$ cat src/rtl/i2c_reg_pkg.sv
package i2c_reg_pkg;
  localparam int BYTE_W = 8;
  localparam int CNT_W  = 4;

  typedef enum logic [3:0] {
    ST_IDLE, ST_RXID, ST_ACKID, ST_RXADDR, ST_ACKADDR,
    ST_RXDATA, ST_ACKDATA, ST_TX, ST_TXACK, ST_TXWAIT, ST_SKIP
  } ctrlState_t;

  // strobes from control to datapath
  typedef struct packed {
    logic clrCnt;
    logic rxShift;
    logic txLoad;
    logic txShift;
    logic ackOn;
    logic relSda;
    logic ptrLoad;
    logic ptrInc;
    logic wrStb;
  } dpCmd_t;

  // events and decodes from datapath to control
  typedef struct packed {
    logic sclRise;
    logic sclFall;
    logic startSeen;
    logic stopSeen;
    logic sdaNow;
    logic byteDone;
    logic idMatch;
    logic rwBit;
    logic addrOk;
  } dpStat_t;
endpackage

$ cat src/rtl/i2c_reg_dp.sv
module i2c_reg_dp
  import i2c_reg_pkg::*;
#(
  parameter int         SYNC_STAGES = 2,
  parameter int         NUM_REGS    = 16,
  parameter logic [4:0] DEV_PREFIX  = 5'b10100,
  parameter int         ADDR_W      = 4
) (
  input  logic              clk,
  input  logic              rstN,
  input  logic              sclIn,
  input  logic              sdaIn,
  input  logic [1:0]        devSel,
  input  dpCmd_t            cmd,
  output dpStat_t           stat,
  output logic              sclSync,
  output logic              sdaOe,
  output logic [ADDR_W-1:0] regAddr,
  output logic              regWrEn,
  output logic [BYTE_W-1:0] regWrData,
  input  logic [BYTE_W-1:0] regRdData
);
  logic [SYNC_STAGES-1:0] sclPipe, sdaPipe;
  logic sclLast, sdaLast, sclS, sdaS;
  logic [CNT_W-1:0]  bitCnt;
  logic [BYTE_W-1:0] shiftReg;
  logic [ADDR_W-1:0] ptr;

  always_ff @(posedge clk or negedge rstN) begin
    if (!rstN) begin
      sclPipe <= '1;
      sdaPipe <= '1;
      sclLast <= 1'b1;
      sdaLast <= 1'b1;
    end else begin
      sclPipe <= {sclPipe[SYNC_STAGES-2:0], sclIn};
      sdaPipe <= {sdaPipe[SYNC_STAGES-2:0], sdaIn};
      sclLast <= sclS;
      sdaLast <= sdaS;
    end
  end

  assign sclS    = sclPipe[SYNC_STAGES-1];
  assign sdaS    = sdaPipe[SYNC_STAGES-1];
  assign sclSync = sclS;

  always_comb begin
    stat.sclRise   = sclS & ~sclLast;
    stat.sclFall   = ~sclS & sclLast;
    stat.startSeen = sclS & sclLast & sdaLast & ~sdaS;
    stat.stopSeen  = sclS & sclLast & ~sdaLast & sdaS;
    stat.sdaNow    = sdaS;
    stat.byteDone  = (bitCnt == CNT_W'(BYTE_W));
    stat.idMatch   = (shiftReg[7:1] == {DEV_PREFIX, devSel});
    stat.rwBit     = shiftReg[0];
    stat.addrOk    = (shiftReg < BYTE_W'(NUM_REGS));
  end

  always_ff @(posedge clk or negedge rstN) begin
    if (!rstN) begin
      bitCnt   <= '0;
      shiftReg <= '0;
      sdaOe    <= 1'b0;
      ptr      <= '0;
      regWrEn  <= 1'b0;
    end else begin
      regWrEn <= cmd.wrStb;
      if (cmd.clrCnt) begin
        bitCnt <= '0;
      end else if (cmd.rxShift) begin
        shiftReg <= {shiftReg[BYTE_W-2:0], sdaS};
        bitCnt   <= bitCnt + 1'b1;
      end else if (cmd.txLoad) begin
        shiftReg <= regRdData;
        bitCnt   <= CNT_W'(1);
      end else if (cmd.txShift) begin
        shiftReg <= {shiftReg[BYTE_W-2:0], 1'b0};
        bitCnt   <= bitCnt + 1'b1;
      end
      if (cmd.relSda)       sdaOe <= 1'b0;
      else if (cmd.ackOn)   sdaOe <= 1'b1;
      else if (cmd.txLoad)  sdaOe <= ~regRdData[BYTE_W-1];
      else if (cmd.txShift) sdaOe <= ~shiftReg[BYTE_W-2];
      if (cmd.ptrLoad)     ptr <= shiftReg[ADDR_W-1:0];
      else if (cmd.ptrInc) ptr <= ptr + 1'b1;
    end
  end

  assign regAddr   = ptr;
  assign regWrData = shiftReg;
endmodule

$ cat src/rtl/i2c_reg_ctrl.sv
module i2c_reg_ctrl
  import i2c_reg_pkg::*;
(
  input  logic       clk,
  input  logic       rstN,
  input  logic       busyIn,
  input  dpStat_t    stat,
  output dpCmd_t     cmd,
  output ctrlState_t curState
);
  ctrlState_t state, nxt;

  always_ff @(posedge clk or negedge rstN) begin
    if (!rstN) state <= ST_IDLE;
    else       state <= nxt;
  end

  always_comb begin
    cmd = '0;
    nxt = state;
    if (stat.stopSeen) begin
      nxt        = ST_IDLE;
      cmd.relSda = 1'b1;
      cmd.clrCnt = 1'b1;
    end else if (stat.startSeen && !busyIn) begin
      nxt        = ST_RXID;
      cmd.relSda = 1'b1;
      cmd.clrCnt = 1'b1;
    end else begin
      case (state)
        ST_RXID, ST_RXADDR, ST_RXDATA: begin
          if (stat.sclRise && !stat.byteDone) begin
            cmd.rxShift = 1'b1;
          end else if (stat.sclFall && stat.byteDone) begin
            if (state == ST_RXID) begin
              if (stat.idMatch) begin
                cmd.ackOn = 1'b1;
                nxt       = ST_ACKID;
              end else begin
                nxt = ST_SKIP;
              end
            end else if (state == ST_RXADDR) begin
              if (stat.addrOk) begin
                cmd.ackOn   = 1'b1;
                cmd.ptrLoad = 1'b1;
                nxt         = ST_ACKADDR;
              end else begin
                nxt = ST_SKIP;
              end
            end else begin
              cmd.ackOn = 1'b1;
              cmd.wrStb = 1'b1;
              nxt       = ST_ACKDATA;
            end
          end
        end
        ST_ACKID: if (stat.sclFall) begin
          if (stat.rwBit) begin
            cmd.txLoad = 1'b1;
            nxt        = ST_TX;
          end else begin
            cmd.relSda = 1'b1;
            cmd.clrCnt = 1'b1;
            nxt        = ST_RXADDR;
          end
        end
        ST_ACKADDR: if (stat.sclFall) begin
          cmd.relSda = 1'b1;
          cmd.clrCnt = 1'b1;
          nxt        = ST_RXDATA;
        end
        ST_ACKDATA: if (stat.sclFall) begin
          cmd.relSda = 1'b1;
          nxt        = ST_SKIP;
        end
        ST_TX: if (stat.sclFall) begin
          if (stat.byteDone) begin
            cmd.relSda = 1'b1;
            cmd.ptrInc = 1'b1;
            nxt        = ST_TXACK;
          end else begin
            cmd.txShift = 1'b1;
          end
        end
        ST_TXACK: if (stat.sclRise) begin
          nxt = stat.sdaNow ? ST_SKIP : ST_TXWAIT;
        end
        ST_TXWAIT: if (stat.sclFall) begin
          cmd.txLoad = 1'b1;
          nxt        = ST_TX;
        end
        default: ;
      endcase
    end
  end

  assign curState = state;
endmodule

$ cat src/rtl/i2c_reg_slave.sv
module i2c_reg_slave
  import i2c_reg_pkg::*;
#(
  parameter int         SYNC_STAGES = 2,
  parameter int         NUM_REGS    = 16,
  parameter logic [4:0] DEV_PREFIX  = 5'b10100,
  localparam int        ADDR_W      = $clog2(NUM_REGS)
) (
  input  logic              clk,
  input  logic              rstN,
  input  logic              sclIn,
  input  logic              sdaIn,
  output logic              sdaOe,
  input  logic [1:0]        devSel,
  input  logic              busyIn,
  output logic [ADDR_W-1:0] regAddr,
  output logic              regWrEn,
  output logic [BYTE_W-1:0] regWrData,
  input  logic [BYTE_W-1:0] regRdData
);
  dpCmd_t     cmd;
  dpStat_t    stat;
  ctrlState_t curState;
  logic       sclSync;

  i2c_reg_dp #(
    .SYNC_STAGES(SYNC_STAGES), .NUM_REGS(NUM_REGS),
    .DEV_PREFIX(DEV_PREFIX), .ADDR_W(ADDR_W)
  ) i_dp (
    .clk(clk), .rstN(rstN), .sclIn(sclIn), .sdaIn(sdaIn), .devSel(devSel),
    .cmd(cmd), .stat(stat), .sclSync(sclSync), .sdaOe(sdaOe),
    .regAddr(regAddr), .regWrEn(regWrEn), .regWrData(regWrData),
    .regRdData(regRdData)
  );

  i2c_reg_ctrl i_ctrl (
    .clk(clk), .rstN(rstN), .busyIn(busyIn), .stat(stat),
    .cmd(cmd), .curState(curState)
  );
endmodule

$ cat config.mk
export PLATFORM = sky130hd
export DESIGN_NAME = i2c_reg_slave
export DESIGN_NICKNAME = d
export VERILOG_FILES = /design/src/rtl/i2c_reg_pkg.sv /design/src/rtl/i2c_reg_dp.sv /design/src/rtl/i2c_reg_ctrl.sv /design/src/rtl/i2c_reg_slave.sv
export SDC_FILE = /design/constraint.sdc
export NUM_CORES = 1
export LEC_CHECK = 0
export BUFFER_PORTS_ARGS = -buffer_cell sky130_fd_sc_hd__buf_2
export CAP_MARGIN = 20
export CORE_MARGIN = 2
export CORE_UTILIZATION = 45
export CTS_CLUSTER_DIAMETER = 100
export DETAILED_ROUTE_END_ITERATION = 10
export PLACE_DENSITY = 0.74
export SLEW_MARGIN = 20
export SYNTH_ARGS = -nofsm -noshare
export SYNTH_HDL_FRONTEND = slang
export SYNTH_HIERARCHICAL = 1
export SYNTH_SLANG_ARGS = --single-unit
$ cat constraint.sdc
create_clock -name clk -period 3.6 [get_ports clk]
set_input_delay 0.54 -clock clk [delete_from_list [all_inputs] [get_ports clk]]
set_output_delay 0.54 -clock clk [all_outputs]
set_load 0.03 [all_outputs]
==> flow_summary.yaml <==
sta:
  min_period_ps: 2910
  setup_violations: 0
  max_slew_margin: 0.598
  hold_viol: 0
  rsz0062_at_grt: "false"
  worst_slack_ps: 693
  final_max_slew_viol_count: 0
  finalClockSkew_ps: 1.99
  setup_tns_ps: 0
  max_freq_ghz: 0.344
  fin_crit_sh: 0.808
  whs_ps: 260
  tightest_slew_ps: 604
floorplanning:
  core_mm2: 0.00372
  die_area_mm2: 0.00447
  die_x_um: 66.8
  initial_core_util: 0.478
  dieHeight_um: 66.8
  core.rowCount: 22
  io-pin-count: 29
worst_setup_path:
  path_max_fanout: 10
  start_kind: "register"
  crit_end: "i_dp/regWrData[1]"
  critPathRequiredTime_ps: 3760
  endpoint_kind: "register"
  r2r_slack_ps: 690
  rr_worst_depth: 10
  cp.arrival_ps: 3070
  crit_start: "i_dp/sdaPipe[1]"
  r2r-end: "i_dp/regWrData[1]"
  path_class: "reg2reg"
  reg2reg_from: "i_dp/sdaPipe[1]"
routing:
  drtIter0Drc: 80
  routed_wl_mm: 3.57
  drc: 0
  vias: 1400
  via_per_inst: 5.51
  drtAntennaViolNets: 0
  dr.pass1.iters: 4
  routedWlPerCell_um: 14.1
final_layout:
  fin_cells: 254
  layout.nets: 225
  area_growth_pct: 14.0
  fillers: 354
  antenna_cells: 0
  layout-drive-gt1-share: 0.350
  layout_common_cells: "buf_2, dfrtp_1, nand2_1"
  final_common_cell: "buf_2"
  fin_area_mm2: 0.00203
  final_core_utilization: 0.545
cts:
  holdBufCountCts: 0
  cts.sinks: 28
  cts_resized: 0
  post_cts_buffers: 0
  cts.path.max_buffers: 2
  htree_levels: 1
  cts-root-buf: "clkbuf_8"
  clk_transition_reported_paths_ps: 90
  cts_tree: "done"
  clk_latency_ps: 270
  cts_buffers: 3
yosys:
  synth-seq-cells: 28
  synth-edff-count: 0
  ys_seq_area_frac: 0.399
  synthTopCellsByArea: "dfrtp_1, dfstp_2, mux2_4"
  yosys.area.top_type: "dfrtp_1"
  synth_cell_types: 48
  async_flop_share: 1.00
  syn-mean-instance-area_um2: 9.98
  synthFlopType: "dfrtp_1"
  syn_area_mm2: 0.00178
  netlist_instances: 178
  syn_nets: 196
  ys.warnings.count: 6
  synth_top_area_share: 0.310
placed_design:
  dp.cells: 250
  place_area_mm2: 0.00195
  hpwlAfterDp_mm: 2.60
  place_ws_ps: 739
  finalWeightedCongestion: 0.899
  port_buffers: 28
grt:
  overflow: 0
  grt_pass1_vias: 1377
  grt_max_degree: 29
  antenna_found_initial: 0
  track_usage: 0.180
  grt_pass1_wl_mm: 6.24
run:
  cap_violations: 0
power_and_ir_drop:
  power_density_mw_per_mm2: 618
  vdd_drop_max_uv: 415
  p_leak_nw: 0.898
  totalPowerFinal_mw: 1.25
min_path:
  hp-class: "in2async"
run_status:
  outcome: "finished, final reports clean"
-- where the power goes --
group / switching, mW / internal [mW]
Combinational: 0.263 / 0.234
Clock: 0.0961 / 0.149
Sequential: 0.131 / 0.378
-- worst min-delay path by stage --
stage / to / slack (ps) / cells after the start
after global placement: i_dp/sclPipe[1] / 350 / 0
final: i_ctrl/curState[2] / 260 / 1
after CTS: i_dp/bitCnt[3] / 280 / 1
after detailed placement: i_dp/sdaPipe[1] / 350 / 0
after floorplan: i_ctrl/curState[0] / 240 / 0
after global routing: i_dp/bitCnt[3] / 320 / 1
-- synth_stat cells, drive strengths merged (4+ instances only) --
cell type / count
dfstp: 6
nor2b: 4
buf: 8
a21oi: 9
nor3: 9
inv: 5
o21ai: 12
nor2: 13
nor3b: 6
dfrtp: 22
nand2: 15
mux2: 17
xor2: 5
-- per-layer routing --
| metal | track usage | wire length [um] | vias to the layer above |
|---|---|---|---|
| li1 | - | - | 696 |
| met1 | 0.256 | 1720 | 661 |
| met2 | 0.279 | 1650 | 39 |
| met3 | 0.0236 | 166 | 4 |
| met4 | 0.0638 | 37 | 0 |
| met5 | 0 | 0 | - |
-- cells by family after synthesis --
kind of cell	after synthesis	synth area share
DFF	28	0.399
xor gates and xnor gates	8	0.0394
buffers and inverters	16	0.0507
AOI/OAI and AO/OA	41	0.157
adders and majority gates	3	0.0211
and+or+nand+nor	62	0.192
muxes	20	0.142
-- area by class of cell --
cell class / count / area, um2 / area share
clock buffer: 3 / 41.3 / 0.0204
inverter: 6 / 22.5 / 0.0111
tap: 48 / 60.1 / 0.0296
sequential: 28 / 708 / 0.350
clock inverter: 1 / 30.0 / 0.0148
timing repair buffer: 34 / 185 / 0.0914
multi-input combinational: 134 / 978 / 0.483
-- flip-flops by register name, summed over array words and instances (netlist names) --
register and cells:
i_dp/regWrData 8, i_dp/sdaLast 1, i_dp/sdaOe 1, i_ctrl/curState 4, i_dp/bitCnt 4, i_dp/regWrEn 1, i_dp/sclPipe 2, i_dp/sdaPipe 2
i_dp/sclLast 1, i_dp/regAddr 4
-- worst max-delay path, stage by stage (launching register included) --
cell and delay, ps:
dfstp_2 590, nor3b_1 60, nor2b_4 130, or2_2 320
nor3_1 340, nand2_1 160, nor3b_1 230, buf_4 190
nor3_1 60, nor2_2 330, mux2_2 390
Note: power is estimated with default switching activity, not from simulation.
